==> src/rtl/ncl_pipe_pkg.sv <==
// Shared sizing helpers for the dual-rail stage.
// Assumes a four-input merge at every level of the completion tree.
package ncl_pipe_pkg;

    // Number of nodes at a given level of a four-way merge tree.
    function automatic int tree_width(input int n, input int lvl);
        int w;
        w = n;
        for (int k = 0; k < lvl; k++) begin
            w = (w + 3) / 4;
        end
        return w;
    endfunction

    // Number of merge levels needed to reduce n nodes to one.
    function automatic int tree_levels(input int n);
        int w;
        int l;
        w = n;
        l = 0;
        while (w > 1) begin
            w = (w + 3) / 4;
            l++;
        end
        return l;
    endfunction

    // Bit offset of a level inside the flattened node vector.
    function automatic int tree_offset(input int n, input int lvl);
        int s;
        s = 0;
        for (int k = 0; k < lvl; k++) begin
            s = s + tree_width(n, k);
        end
        return s;
    endfunction

endpackage

==> src/rtl/ncl_thresh_gate.sv <==
// Threshold gate with hysteresis (m-of-n, or weighted 3-of-4 variant).
// The output sets when the set term is true and holds high until every
// input is low. The hold state is a register updated on clk, which
// avoids a combinational feedback loop. Assumes WEIGHTED is used only
// with N_IN == 4, where in_bits[0] carries the double-weight input.
module ncl_thresh_gate #(
    parameter int N_IN     = 4,
    parameter int THRESH   = 4,
    parameter bit WEIGHTED = 1'b0
) (
    input  logic            clk,
    input  logic            rst_n,
    input  logic [N_IN-1:0] in_bits,
    output logic            gate_out
);

    logic set_c;
    logic hold_q;

    generate
        if (WEIGHTED) begin : g_w34
            // Weighted set: A counts twice, so A with any other input or B&C&D sets.
            assign set_c = (in_bits[0] & in_bits[1]) |
                           (in_bits[0] & in_bits[2]) |
                           (in_bits[0] & in_bits[3]) |
                           (in_bits[1] & in_bits[2] & in_bits[3]);
        end else begin : g_plain
            // Plain set: at least THRESH inputs asserted.
            assign set_c = ($countones(in_bits) >= THRESH);
        end
    endgenerate

    // Output: set, or hold the prior high while any input is still high.
    assign gate_out = rst_n & (set_c | (hold_q & (|in_bits)));

    // State: remember the present output for the hold term.
    always_ff @(posedge clk) begin
        if (!rst_n) hold_q <= 1'b0;
        else        hold_q <= gate_out;
    end

endmodule

==> src/rtl/ncl_dr_bit_cell.sv <==
// One dual-rail bit of the stage: a two-input hysteresis gate per rail,
// with inputs {inverted ack, rail}, and a 1-of-2 gate that flags the
// bit as complete when either stored rail is high.
// Assumes the upstream stage never drives both rails high.
module ncl_dr_bit_cell (
    input  logic clk,
    input  logic rst_n,
    input  logic rail_t,
    input  logic rail_f,
    input  logic ack_n,
    output logic q_t,
    output logic q_f,
    output logic done
);

    logic [1:0] rail_in;
    logic [1:0] rail_q;

    assign rail_in = {rail_f, rail_t};

    generate
        for (genvar r = 0; r < 2; r++) begin : g_rail
            ncl_thresh_gate #(
                .N_IN    (2),
                .THRESH  (2),
                .WEIGHTED(1'b0)
            ) u_th22 (
                .clk     (clk),
                .rst_n   (rst_n),
                .in_bits ({ack_n, rail_in[r]}),
                .gate_out(rail_q[r])
            );
        end
    endgenerate

    ncl_thresh_gate #(
        .N_IN    (2),
        .THRESH  (1),
        .WEIGHTED(1'b0)
    ) u_th12 (
        .clk     (clk),
        .rst_n   (rst_n),
        .in_bits (rail_q),
        .gate_out(done)
    );

    assign q_t = rail_q[0];
    assign q_f = rail_q[1];

endmodule

==> src/rtl/ncl_completion_tree.sv <==
// Merges per-bit completion flags through four-input all-asserted
// hysteresis gates. The output rises when every flag is high and falls
// when every flag is low. A short group repeats its first member.
module ncl_completion_tree
    import ncl_pipe_pkg::*;
#(
    parameter int WIDTH = 8
) (
    input  logic             clk,
    input  logic             rst_n,
    input  logic [WIDTH-1:0] done_bits,
    output logic             all_done
);

    localparam int LEVELS = tree_levels(WIDTH);
    localparam int TOTAL  = tree_offset(WIDTH, LEVELS + 1);

    logic [TOTAL-1:0] nodes;

    assign nodes[WIDTH-1:0] = done_bits;

    generate
        for (genvar lvl = 0; lvl < LEVELS; lvl++) begin : g_lvl
            localparam int W_IN    = tree_width(WIDTH, lvl);
            localparam int W_OUT   = tree_width(WIDTH, lvl + 1);
            localparam int OFS_IN  = tree_offset(WIDTH, lvl);
            localparam int OFS_OUT = tree_offset(WIDTH, lvl + 1);
            for (genvar g = 0; g < W_OUT; g++) begin : g_grp
                logic [3:0] grp;
                for (genvar k = 0; k < 4; k++) begin : g_in
                    if (g * 4 + k < W_IN) begin : g_real
                        assign grp[k] = nodes[OFS_IN + g * 4 + k];
                    end else begin : g_pad
                        assign grp[k] = nodes[OFS_IN + g * 4];
                    end
                end
                ncl_thresh_gate #(
                    .N_IN    (4),
                    .THRESH  (4),
                    .WEIGHTED(1'b0)
                ) u_th44 (
                    .clk     (clk),
                    .rst_n   (rst_n),
                    .in_bits (grp),
                    .gate_out(nodes[OFS_OUT + g])
                );
            end
        end
    endgenerate

    assign all_done = nodes[TOTAL-1];

endmodule

==> src/rtl/ncl_pipe_stage.sv <==
// Dual-rail pipeline register stage. Stores WIDTH dual-rail bits in
// hysteresis gates gated by the inverted downstream acknowledge, and
// reports completion of the stored word upstream through ack_out.
// Assumes both neighbours follow the four-phase DATA/NULL handshake.
module ncl_pipe_stage #(
    parameter int WIDTH = 8
) (
    input  logic             clk,
    input  logic             rst_n,
    input  logic [WIDTH-1:0] in_t,
    input  logic [WIDTH-1:0] in_f,
    input  logic             ack_in,
    output logic [WIDTH-1:0] out_t,
    output logic [WIDTH-1:0] out_f,
    output logic             ack_out
);

    logic             ack_n;
    logic [WIDTH-1:0] done_bits;

    // Request polarity seen by the storage gates.
    assign ack_n = ~ack_in;

    generate
        for (genvar b = 0; b < WIDTH; b++) begin : g_bit
            ncl_dr_bit_cell u_bit (
                .clk   (clk),
                .rst_n (rst_n),
                .rail_t(in_t[b]),
                .rail_f(in_f[b]),
                .ack_n (ack_n),
                .q_t   (out_t[b]),
                .q_f   (out_f[b]),
                .done  (done_bits[b])
            );
        end
    endgenerate

    ncl_completion_tree #(
        .WIDTH(WIDTH)
    ) u_tree (
        .clk      (clk),
        .rst_n    (rst_n),
        .done_bits(done_bits),
        .all_done (ack_out)
    );

endmodule

==> config.mk <==
export PLATFORM = sky130hd
export DESIGN_NAME = ncl_pipe_stage
export DESIGN_NICKNAME = d
export VERILOG_FILES = /design/src/rtl/ncl_pipe_pkg.sv /design/src/rtl/ncl_thresh_gate.sv /design/src/rtl/ncl_dr_bit_cell.sv /design/src/rtl/ncl_completion_tree.sv /design/src/rtl/ncl_pipe_stage.sv
export SDC_FILE = /design/constraint.sdc
export NUM_CORES = 1
export LEC_CHECK = 0
export BUFFER_PORTS_ARGS = -buffer_cell sky130_fd_sc_hd__buf_2
export CORE_UTILIZATION = 35
export CTS_CLUSTER_DIAMETER = 200
export DETAILED_ROUTE_END_ITERATION = 16
export GPL_TIMING_DRIVEN = 0
export PLACE_DENSITY = 0.68
export SYNTH_ARGS = -nofsm -noshare
export SYNTH_HDL_FRONTEND = slang
export SYNTH_HIERARCHICAL = 1
export SYNTH_SLANG_ARGS = --single-unit
==> constraint.sdc <==
create_clock -name clk -period 4.6 [get_ports clk]
set_clock_uncertainty 0.15 [all_clocks]
set_input_delay 0.92 -clock clk [delete_from_list [all_inputs] [get_ports clk]]
set_output_delay 0.92 -clock clk [all_outputs]
set_load 0.03 [all_outputs]
==> out/qor.csv, run 1 <==
metric;value;unit
status;finished, final reports clean;
cts_tree;yes;
p_leak;0.6278;nW
synth_fa_ha_area_frac;0.09398;
dr.first_iter.drc_count;21;
clk_path_buf_depth;2;
start_kind;input pin;
grt_max_degree;47;
clkLatencyLatePin;290;ps
internal_power;0.2497;mW
num_vias;980;
seqPwrFrac;0.489;
clkPwrFrac;0.233;
path_max_fanout;5;
grt_pass1_vias;931;
hp-class;reg -> reg;
seqCellArea;380.4;um2
overflow;0;
slew_violations;0;
synth_ff_type;dfxtp_1;
drt_first_pass_iters;4;
numPlacedInstances;185;
dieArea;0.003189;mm2
maxSlewHeadroom;0.7751;
io_pins;36;
synth_compound_area_frac;0.3952;
instances_no_fill;195;
setup_viol;0;
ys_warn_count;6;
place_congestion;0.7114;
ys_seq_area_frac;0.3663;
root_buffer;clkbuf_4;
hpwl;1.581;mm
cp_slowest_cell;fa_1;
initial_core_util;0.3734;
fmax;220.6;MHz
cpMostUsedCell;buf_6;
multi_input_area;772.0;um2
via_per_inst;5.026;
n_antenna_cell;0;
max_stage_delay;540;ps
power.switching;0.1172;mW
hold_buffers;0;
drcViolationCount;0;
worst_slew_pin_slew;337.4;ps
total_power;0.3669;mW
die_w;56.47;um
finalSetupTns;0;ps
die_h;56.47;um
fin_crit;4533;ps
drive_above_1_share;0.4512;
syn_inst;119;
yosys-top-cells-count;a21boi_1, dfxtp_1, nand2_1, o21ai_1, o21a_1;
place_area;0.001318;mm2
finalCritPeriodShare;0.9854;
wl_per_cell;11.74;um
ir_drop;0.0001272;V
power_density;246.2;mW/mm2
synthMuxAreaShare;0;
end_kind;primary output;
clock_sinks;19;
synth-xor-area-share;0;
synth_top_family_by_area;compound AO/OA/AOI/OAI gates;
grt_pass1_wl;3.712;mm
synth_area_leader_cell;dfxtp_1;
p_sw_frac;0.3195;
ys_async_sr_fraction;0;
rows;19;
areaGrowthSynthToFinish;43.49;%
arrival;3460;ps
yosys.area.top_type_share;0.3663;
synth_area;0.001038;mm2
synthSimpleGateAreaFrac;0.1193;
nets;190;
rsz0062_at_grt;yes;
drtAntennaViolNets;0;
htree_levels;1;
hold_violations;0;
place.port_buffers;35;
routed_wl;2.289;mm
synth_nets;144;
clk_pin_slew_worst_paths;110;ps
synth-seq-cells;19;
crit_chain;buf_6, clkinvlp_4, buf_6, o21ai_4, a21boi_2, o21a_1, fa_1, a21oi_2, nor3b_4, fa_1, a21oi_2, nor3b_4, buf_6;
synthTopCellsByArea;dfxtp_1, a21boi_1, o21ai_1, fa_1, nand2_1;
crit_type;in -> out;
crit_required;3530;ps
post-route-cell-area;0.001490;mm2
cts-buffers-inserted;3;
post-synth-top-count-cell;a21boi_1;
comb_power_share;0.278;
synth.avg_cell_area;8.727;um2
fin_util;0.5358;
final.fill_count;263;
antenna_found_initial;0;
synth_cell_type_count;11;
grt_usage;0.1440;
max_cap_violations;0;
core;0.002781;mm2
synth-edff-count;0;
final cells by class:
| type | instances | area share |
|---|---|---|
| clock buffer | 4 | 0.01763 |
| inverter | 7 | 0.02015 |
| multi-input combinational | 93 | 0.5181 |
| sequential | 19 | 0.2552 |
| tap | 31 | 0.02603 |
| timing repair buffer | 41 | 0.1629 |
critical path: cells and delay by family:
kind	cells	cell delay [ps]
and+or+nand+nor	2	370
AOI/OAI and AO/OA	5	660
adders and majority gates	2	1020
buffers and inverters	4	500
registers in the layout (all words and copies together), names as in the netlist:
signal / cells
g_bit.u_bit/g_rail.u_th22/hold_q: 16
u_tree/g_lvl.g_grp.u_th44/hold_q: 3
kinds of logic after synthesis:
group / count (synthesis)
flops: 19
compound gates: 62
buf+inv: 7
fa+ha+maj: 6
simple gates: 25
through the flow:
step	setup slack (ps)	hold slack [ps]
2_1_floorplan	95.86	310.8
3_3_place_gp	-228.3	318.6
3_5_place_dp	-288.3	328.9
4_1_cts	6.791	344.4
5_1_grt	-80.24	370.3
6_report	67.16	342.6
power by group through the flow:
stage	registers, mW	clock network (mW)	logic, mW
floorplan	0.181	0	0.0624
global placement	0.181	0	0.0874
detailed placement	0.182	0	0.0902
CTS	0.178	0.0892	0.0945
global route	0.181	0.0973	0.111
finish	0.180	0.0854	0.102
cell usage in the layout, fill, tap and decap left out:
cell type,synthesis,routed
nand2b_1,3,3
clkinvlp_4,0,1
o21ai_1,16,5
a21boi_2,0,12
inv_1,7,6
a21oi_1,6,3
dfxtp_1,19,19
ha_1,3,3
buf_6,0,4
nor3b_1,6,3
clkbuf_1,0,1
o21ai_2,0,9
a21oi_2,0,3
a21boi_1,32,20
nor3b_2,0,1
fa_1,3,3
o21ai_4,0,2
buf_4,0,5
buf_2,0,32
nand2_1,16,16
o21a_1,8,8
clkbuf_4,0,3
nor3b_4,0,2
metal layers:
metal,part of all wire,vias up,GRT usage
li1,-,512,-
met1,0.43,456,0.1607
met2,0.55,12,0.2655
met3,0.020,0,0.01613
met4,0,0,0.07317
met5,0,-,0
final timing paths:
kind | slack (ps) | end | cells past startpoint | startpoint
worst min-delay path | 340 | g_bit[6].u_bit/g_rail[1].u_th22/hold_q$_SDFF_PN0_ | 2 | g_bit[6].u_bit/g_rail[1].u_th22/hold_q$_SDFF_PN0_
worst max-delay path | 70 | ack_out | 13 | ack_in
worst min register to register | 340 | g_bit[6].u_bit/g_rail[1].u_th22/hold_q$_SDFF_PN0_ | 2 | g_bit[6].u_bit/g_rail[1].u_th22/hold_q$_SDFF_PN0_
worst max register to register | 1810 | u_tree/g_lvl[1].g_grp[0].u_th44/hold_q$_SDFF_PN0_ | 9 | g_bit[0].u_bit/g_rail[0].u_th22/hold_q$_SDFF_PN0_
timing repair:
item                                   in CTS  in global routing
gates resized for setup                     6                 18
setup endpoints to repair                   1                  1
endpoints found under the hold margin       0                  0
setup buffers                               6                  1
pin swaps                                   1                 10
(Power assumes the default switching activity.)
==> run 2: changes to the inputs <==
--- a/config.mk
+++ b/config.mk
@@ -5,13 +5,13 @@
 export SDC_FILE = /design/constraint.sdc
 export NUM_CORES = 1
 export LEC_CHECK = 0
+export ABC_AREA = 1
 export BUFFER_PORTS_ARGS = -buffer_cell sky130_fd_sc_hd__buf_2
 export CORE_UTILIZATION = 35
 export CTS_CLUSTER_DIAMETER = 200
 export DETAILED_ROUTE_END_ITERATION = 16
 export GPL_TIMING_DRIVEN = 0
-export PLACE_DENSITY = 0.68
+export PLACE_DENSITY = 0.66
 export SYNTH_ARGS = -nofsm -noshare
 export SYNTH_HDL_FRONTEND = slang
-export SYNTH_HIERARCHICAL = 1
 export SYNTH_SLANG_ARGS = --single-unit
==> run 2 against run 1 <==
Area after synthesis up 22%. Register-to-register slack better by 630 ps. Hold slack about the same. Synthesized cell count up 59%. Sequential cell count unchanged. Final area up 1.6%. Sequential share of layout area down 0.40 points.
==> out/qor.csv, run 2 <==
metric;value;unit;change
status;finished, final reports clean;;
rows;21;;+2
top_register;g_bit.u_bit.g_rail.u_th22.hold_q;;
hp-class;reg -> reg;;
synth_nets;214;;+49%
ys_seq_area_frac;0.3010;;-0.06527
synth-edff-count;0;;unchanged
path_depth;16;;+3
htree_levels;1;;unchanged
post-place-ws;486.7;ps;+775.0 ps
grt_usage;0.1320;;-0.01202
grt_pass1_vias;958;;+2.9%
synthTopCellsByArea;dfxtp_1, inv_1, nand2_1, buf_4, a211oi_1;;
worstReg2RegStart;g_bit[1].u_bit.g_rail[0].u_th22.hold_q$_SDFF_PN0_;;
start_kind;input pin;;
arrival;3050;ps;-410 ps
fin_ws;479.3;ps;+412.2 ps
path_max_fanout;9;;+4
nets;252;;+33%
worst_slew_pin_slew;311.7;ps;-25.69 ps
via_per_inst;4.188;;-17%
cp_slowest_cell;ha_1;;
final_common_cell;inv_1;;
num_vias;1139;;+16%
fin_crit;4121;ps;-412.2 ps
clock_sinks;19;;unchanged
crit_chain;buf_2, inv_2, a21oi_1, a211oi_1, inv_1, nand2_1, inv_1, ha_1, ha_1, nand2_2, nand2_2, nand2_2, nand2_1, nand2_1, a21oi_1, buf_2;;
p_leak;0.9541;nW;+52%
post_cts_resized;0;;-6
max_cap_violations;0;;unchanged
finalCritPeriodShare;0.8958;;-0.08960
clk_pin_slew_worst_paths;110;ps;about the same
slew_violations;0;;unchanged
finalSetupTns;0;ps;unchanged
crit_type;in -> out;;
rr_worst_depth;13;;+4
n_antenna_cell;0;;unchanged
drive_above_1_share;0.2920;;-0.1592
synth.avg_cell_area;6.686;um2;-23%
power_density;242.2;mW/mm2;-1.6%
cts_tree;yes;;
timing.rr.end;u_tree.g_lvl[1].g_grp[0].u_th44.hold_q$_SDFF_PN0_;;
routed_wl;2.232;mm;-2.5%
setup_viol;0;;unchanged
hold_ws;342.6;ps;+0.009000 ps
grt_pass1_wl;3.732;mm;+0.54%
overflow;0;;unchanged
antenna_found_initial;0;;unchanged
synth_cell_type_count;20;;+9
drcViolationCount;0;;unchanged
drt_first_pass_iters;4;;unchanged
rrSetupSlack;2440;ps;+630 ps
ir_drop;0.0001553;V;+22%
yosys-top-cells-count;inv_1, nand2_1, dfxtp_1;;
crit_required;3530;ps;about the same
crit_end;ack_out;;
fmax;242.7;MHz;+10%
multi_input_area;514.2;um2;-33%
max_stage_delay;290;ps;-250 ps
place.port_buffers;33;;-5.7%
seqCellArea;380.4;um2;unchanged
hold_violations;0;;unchanged
synth-seq-cells;19;;unchanged
clk_path_buf_depth;2;;unchanged
hpwl;1.791;mm;+13%
grt_max_degree;12;;-74%
path_buf_inv;5;;+1
place_congestion;0.7198;;+1.2%
root_buffer;clkbuf_4;;
synth_area_leader_cell;dfxtp_1;;
areaGrowthSynthToFinish;19.80;%;
crit_family;buffers and inverters;;
core;0.003390;mm2;+22%
reg.largest.list;g_bit.u_bit.g_rail.u_th22.hold_q (16), u_tree.g_lvl.g_grp.u_th44.hold_q (3);;
final.fill_count;368;;+40%
dieArea;0.003855;mm2;+21%
die_h;62.09;um;+10%
cts-buffers-inserted;3;;unchanged
initial_core_util;0.3728;;-0.0005380
io_pins;36;;unchanged
syn_inst;189;;+59%
post-cts-setup-buffers;0;;-6
maxSlewHeadroom;0.7910;;+0.01587
rsz0062_at_grt;no;;
final_cell_mix;inv_1, nand2_1, buf_2, dfxtp_1, buf_4;;
total_power;0.3667;mW;about the same
synth_ff_type;dfxtp_1;;
ys_warn_count;0;;-6
ys_async_sr_fraction;0;;unchanged
synth_area;0.001264;mm2;+22%
largest_reg_flops;16;;unchanged
post-synth-top-count-cell;inv_1;;
yosys.area.top_type_share;0.3010;;-0.06527
crit_start;ack_in;;
end_kind;primary output;;
hold_buffers;0;;unchanged
wl_per_cell;8.206;um;-30%
die_w;62.09;um;+10%
clkLatencyLatePin;300;ps;about the same
dr.first_iter.drc_count;44;;+110%
drtAntennaViolNets;0;;unchanged
## run 2: worst min-delay path by stage
stage	start	to	slack (ps)	cells after the start
after floorplan	g_bit[4].u_bit.g_rail[0].u_th22.hold_q$_SDFF_PN0_	g_bit[4].u_bit.g_rail[0].u_th22.hold_q$_SDFF_PN0_	310	2
after global placement	g_bit[4].u_bit.g_rail[0].u_th22.hold_q$_SDFF_PN0_	g_bit[4].u_bit.g_rail[0].u_th22.hold_q$_SDFF_PN0_	320	2
after detailed placement	g_bit[0].u_bit.g_rail[0].u_th22.hold_q$_SDFF_PN0_	g_bit[0].u_bit.g_rail[0].u_th22.hold_q$_SDFF_PN0_	330	2
after CTS	g_bit[4].u_bit.g_rail[0].u_th22.hold_q$_SDFF_PN0_	g_bit[4].u_bit.g_rail[0].u_th22.hold_q$_SDFF_PN0_	350	2
after global routing	g_bit[0].u_bit.g_rail[1].u_th22.hold_q$_SDFF_PN0_	g_bit[0].u_bit.g_rail[1].u_th22.hold_q$_SDFF_PN0_	360	2
final	g_bit[4].u_bit.g_rail[0].u_th22.hold_q$_SDFF_PN0_	g_bit[4].u_bit.g_rail[0].u_th22.hold_q$_SDFF_PN0_	340	2
## run 2: final cells by class
class	instances	share of cell area
Timing Repair Buffer	33	0.1091
Buffer	19	0.09339
Tap cell	46	0.03802
Multi-Input combinational cell	91	0.3397
Clock buffer	3	0.01488
Inverter	60	0.1504
Clock inverter	1	0.003306
Sequential cell	19	0.2512
## run 2: stage by stage
stage	instances	utilization	cell area (um2)
after floorplan	189	-	1264
after CTS	272	0.4467	1514
after detailed placement	268	0.4385	1486
final	272	0.4467	1514
after global placement	268	0.4385	1486
after global routing	272	0.4467	1514
## run 2: logic make-up after synthesis
kind of cell	count (synthesis)	share of synthesized area
buffers and inverters	79	0.2921
AND/OR/NAND/NOR	56	0.1970
AO/OA/AOI/OAI	29	0.1505
flip-flops	19	0.3010
adder cells (fa/ha/maj)	6	0.05940
## run 2: report_power, final
group          internal [mW]  total [mW]  switching, mW
Combinational         0.0418       0.103         0.0617
Sequential             0.173       0.177        0.00358
Clock                 0.0325      0.0868         0.0543
## run 2: tightest hold or removal path: stages (launching register included)
cell      delay, ps
dfxtp_1         320
inv_1            60
a211oi_1         60
## run 2: layer usage
layer  track usage  vias up  share of wire
met1        0.1578      488           0.45
met4       0.02857        0         0.0045
li1              -      624              -
met3       0.04555        2          0.070
met5             0        -              0
met2        0.2280       25           0.47
==> run 3: changes to the inputs <==
--- a/config.mk
+++ b/config.mk
@@ -10,8 +10,8 @@
 export CORE_UTILIZATION = 35
 export CTS_CLUSTER_DIAMETER = 200
 export DETAILED_ROUTE_END_ITERATION = 16
-export GPL_TIMING_DRIVEN = 0
 export PLACE_DENSITY = 0.66
+export SETUP_SLACK_MARGIN = 0.4
 export SYNTH_ARGS = -nofsm -noshare
 export SYNTH_HDL_FRONTEND = slang
 export SYNTH_SLANG_ARGS = --single-unit
==> run 3 against run 2 <==
Sequential power barely moved. Fmax rose by 2.8%. Hold slack improved by 2.8 ps. First-iteration DRC count fell by 25%. Global-route usage fell by 1.3 points. Worst setup slack improved by 110 ps. Critical path depth did not move. Routed wire length rose by 2.2%. Cell count fell by 6.3%. Final area fell by 5.8%. Count of clock-buffer cells in the layout rose by 1. Sequential cell count did not move. Critical path type unchanged. Largest power group unchanged. Highest routed layer unchanged.
==> out/qor.csv, run 3 (synthesis gave the netlist of run 2 again) <==
metric;value;unit;change
via_per_inst;4.188;;about the same
drcViolationCount;0;;unchanged
crit_end;ack_out;;
largest_reg_flops;16;;unchanged
clk_path_buf_depth;2;;unchanged
die_w;62.09;um;unchanged
hold_ws;345.5;ps;+2.813 ps
top_register;g_bit.u_bit.g_rail.u_th22.hold_q;;
place_congestion;0.6881;;-4.4%
p_leak;0.8680;nW;-9.0%
holdCritStartpoint;u_tree.g_lvl[1].g_grp[0].u_th44.hold_q$_SDFF_PN0_;;
crit_type;in -> out;;
dieArea;0.003855;mm2;unchanged
overflow;0;;unchanged
die_h;62.09;um;unchanged
post_cts_resized;0;;unchanged
final_cell_mix;inv_1, nand2_1, buf_2, dfxtp_1, a21oi_1;;
worst_slew_pin_slew;345.4;ps;+33.69 ps
cts_tree;yes;;
fin_crit;4008;ps;-112.7 ps
clock_sinks;19;;unchanged
rrSetupSlack;2540;ps;+100 ps
dr.first_iter.drc_count;33;;-25%
fmax;249.5;MHz;+2.8%
setup_viol;0;;unchanged
final_common_cell;inv_1;;
worstReg2RegStart;g_bit[1].u_bit.g_rail[0].u_th22.hold_q$_SDFF_PN0_;;
nets;235;;-6.7%
grt_max_degree;20;;+8
grt_usage;0.1189;;-0.01310
root_buffer;clkbuf_4;;
maxSlewHeadroom;0.7698;;-0.02121
status;finished, final reports clean;;
num_vias;1068;;-6.2%
hold_violations;0;;unchanged
hpwl;1.753;mm;-2.1%
grt_pass1_vias;831;;-13%
routed_wl;2.280;mm;+2.2%
end_kind;primary output;;
ir_drop;0.0002125;V;+37%
fin_ws;592.0;ps;+112.7 ps
hold_buffers;0;;unchanged
finalSetupTns;0;ps;unchanged
rows;21;;unchanged
n_antenna_cell;0;;unchanged
initial_core_util;0.3728;;unchanged
htree_levels;1;;unchanged
clkLatencyLatePin;300;ps;about the same
timing.rr.end;u_tree.g_lvl[1].g_grp[0].u_th44.hold_q$_SDFF_PN0_;;
crit_start;ack_in;;
start_kind;input pin;;
rr_worst_depth;13;;unchanged
path_max_fanout;9;;unchanged
reg.largest.list;g_bit.u_bit.g_rail.u_th22.hold_q (16), u_tree.g_lvl.g_grp.u_th44.hold_q (3);;
finalCritPeriodShare;0.8713;;-0.02450
arrival;2940;ps;-110 ps
power_density;251.5;mW/mm2;+3.8%
drive_above_1_share;0.2632;;-0.02888
post-cts-setup-buffers;0;;unchanged
io_pins;36;;unchanged
slew_violations;0;;unchanged
cts-buffers-inserted;3;;unchanged
crit_required;3530;ps;about the same
areaGrowthSynthToFinish;12.87;%;
hp-class;reg -> reg;;
rsz0062_at_grt;no;;
drt_first_pass_iters;4;;unchanged
post-place-ws;491.8;ps;+5.066 ps
core;0.003390;mm2;unchanged
clk_pin_slew_worst_paths;100;ps;about the same
wl_per_cell;8.941;um;+9.0%
grt_pass1_wl;3.360;mm;-10%
antenna_found_initial;0;;unchanged
place.port_buffers;35;;+6.1%
drtAntennaViolNets;0;;unchanged
max_cap_violations;0;;unchanged
total_power;0.3588;mW;-2.2%
[run 3: cell types whose count changed in the layout (fill, tap and decap cells not counted)]
cell,before,now
a211oi_4,0,1
clkinv_2,1,0
buf_6,1,0
a211oi_1,15,8
a211oi_2,1,7
buf_4,16,1
buf_2,35,34
clkbuf_1,0,1
[run 3: power by group]
group / switching [mW] / internal, mW / total, mW
logic: 0.0637 / 0.0337 / 0.0973
clock network: 0.0513 / 0.0338 / 0.0850
registers: 0.00351 / 0.173 / 0.176
total: 0.118 / 0.240 / 0.359
[run 3: critical path, cell delays in order]
cell and delay, ps:
buf_2 150, inv_2 160, a21oi_1 110, a211oi_4 200, inv_1 60, nand2_1 90
inv_1 50, ha_1 280, ha_1 280, nand2_2 50, nand2_2 50, nand2_2 50
nand2_1 60, nand2_1 60, a21oi_1 170, buf_4 180
[run 3: cell type report]
cell class              instances  area [um2]
fillers                       377        1963
multi-input cells              91       556.8
flip-flops and latches         19       380.4
inverters                      60       227.7
repair buffers                 35       177.7
well taps                      46       57.56
clock buffers                   4       26.28
[run 3: worst min path at each step]
stage                                                   endpoint  slack, ps  depth (start not counted)
5_1_grt        u_tree.g_lvl[1].g_grp[0].u_th44.hold_q$_SDFF_PN0_        380                          2
2_1_floorplan  g_bit[4].u_bit.g_rail[0].u_th22.hold_q$_SDFF_PN0_        310                          2
3_3_place_gp   g_bit[4].u_bit.g_rail[0].u_th22.hold_q$_SDFF_PN0_        320                          2
3_5_place_dp   g_bit[1].u_bit.g_rail[1].u_th22.hold_q$_SDFF_PN0_        330                          2
6_report       u_tree.g_lvl[1].g_grp[0].u_th44.hold_q$_SDFF_PN0_        350                          2
4_1_cts        g_bit[1].u_bit.g_rail[0].u_th22.hold_q$_SDFF_PN0_        350                          2
[run 3: per-layer routing]
layer / GRT usage / part of all wire / vias up
li1: - / - / 589
met4: 0.02857 / 0.0044 / 0
met1: 0.1484 / 0.49 / 452
met3: 0.04969 / 0.060 / 2
met2: 0.1900 / 0.45 / 25
met5: 0 / 0 / -
[run 3: through the flow]
| step | instance area [um2] | utilization | instances |
|---|---|---|---|
| after floorplan | 1264 | - | 189 |
| after global placement | 1355 | 0.3998 | 251 |
| after detailed placement | 1355 | 0.3998 | 251 |
| after CTS | 1381 | 0.4075 | 255 |
| after global routing | 1426 | 0.4208 | 255 |
| final | 1426 | 0.4208 | 255 |
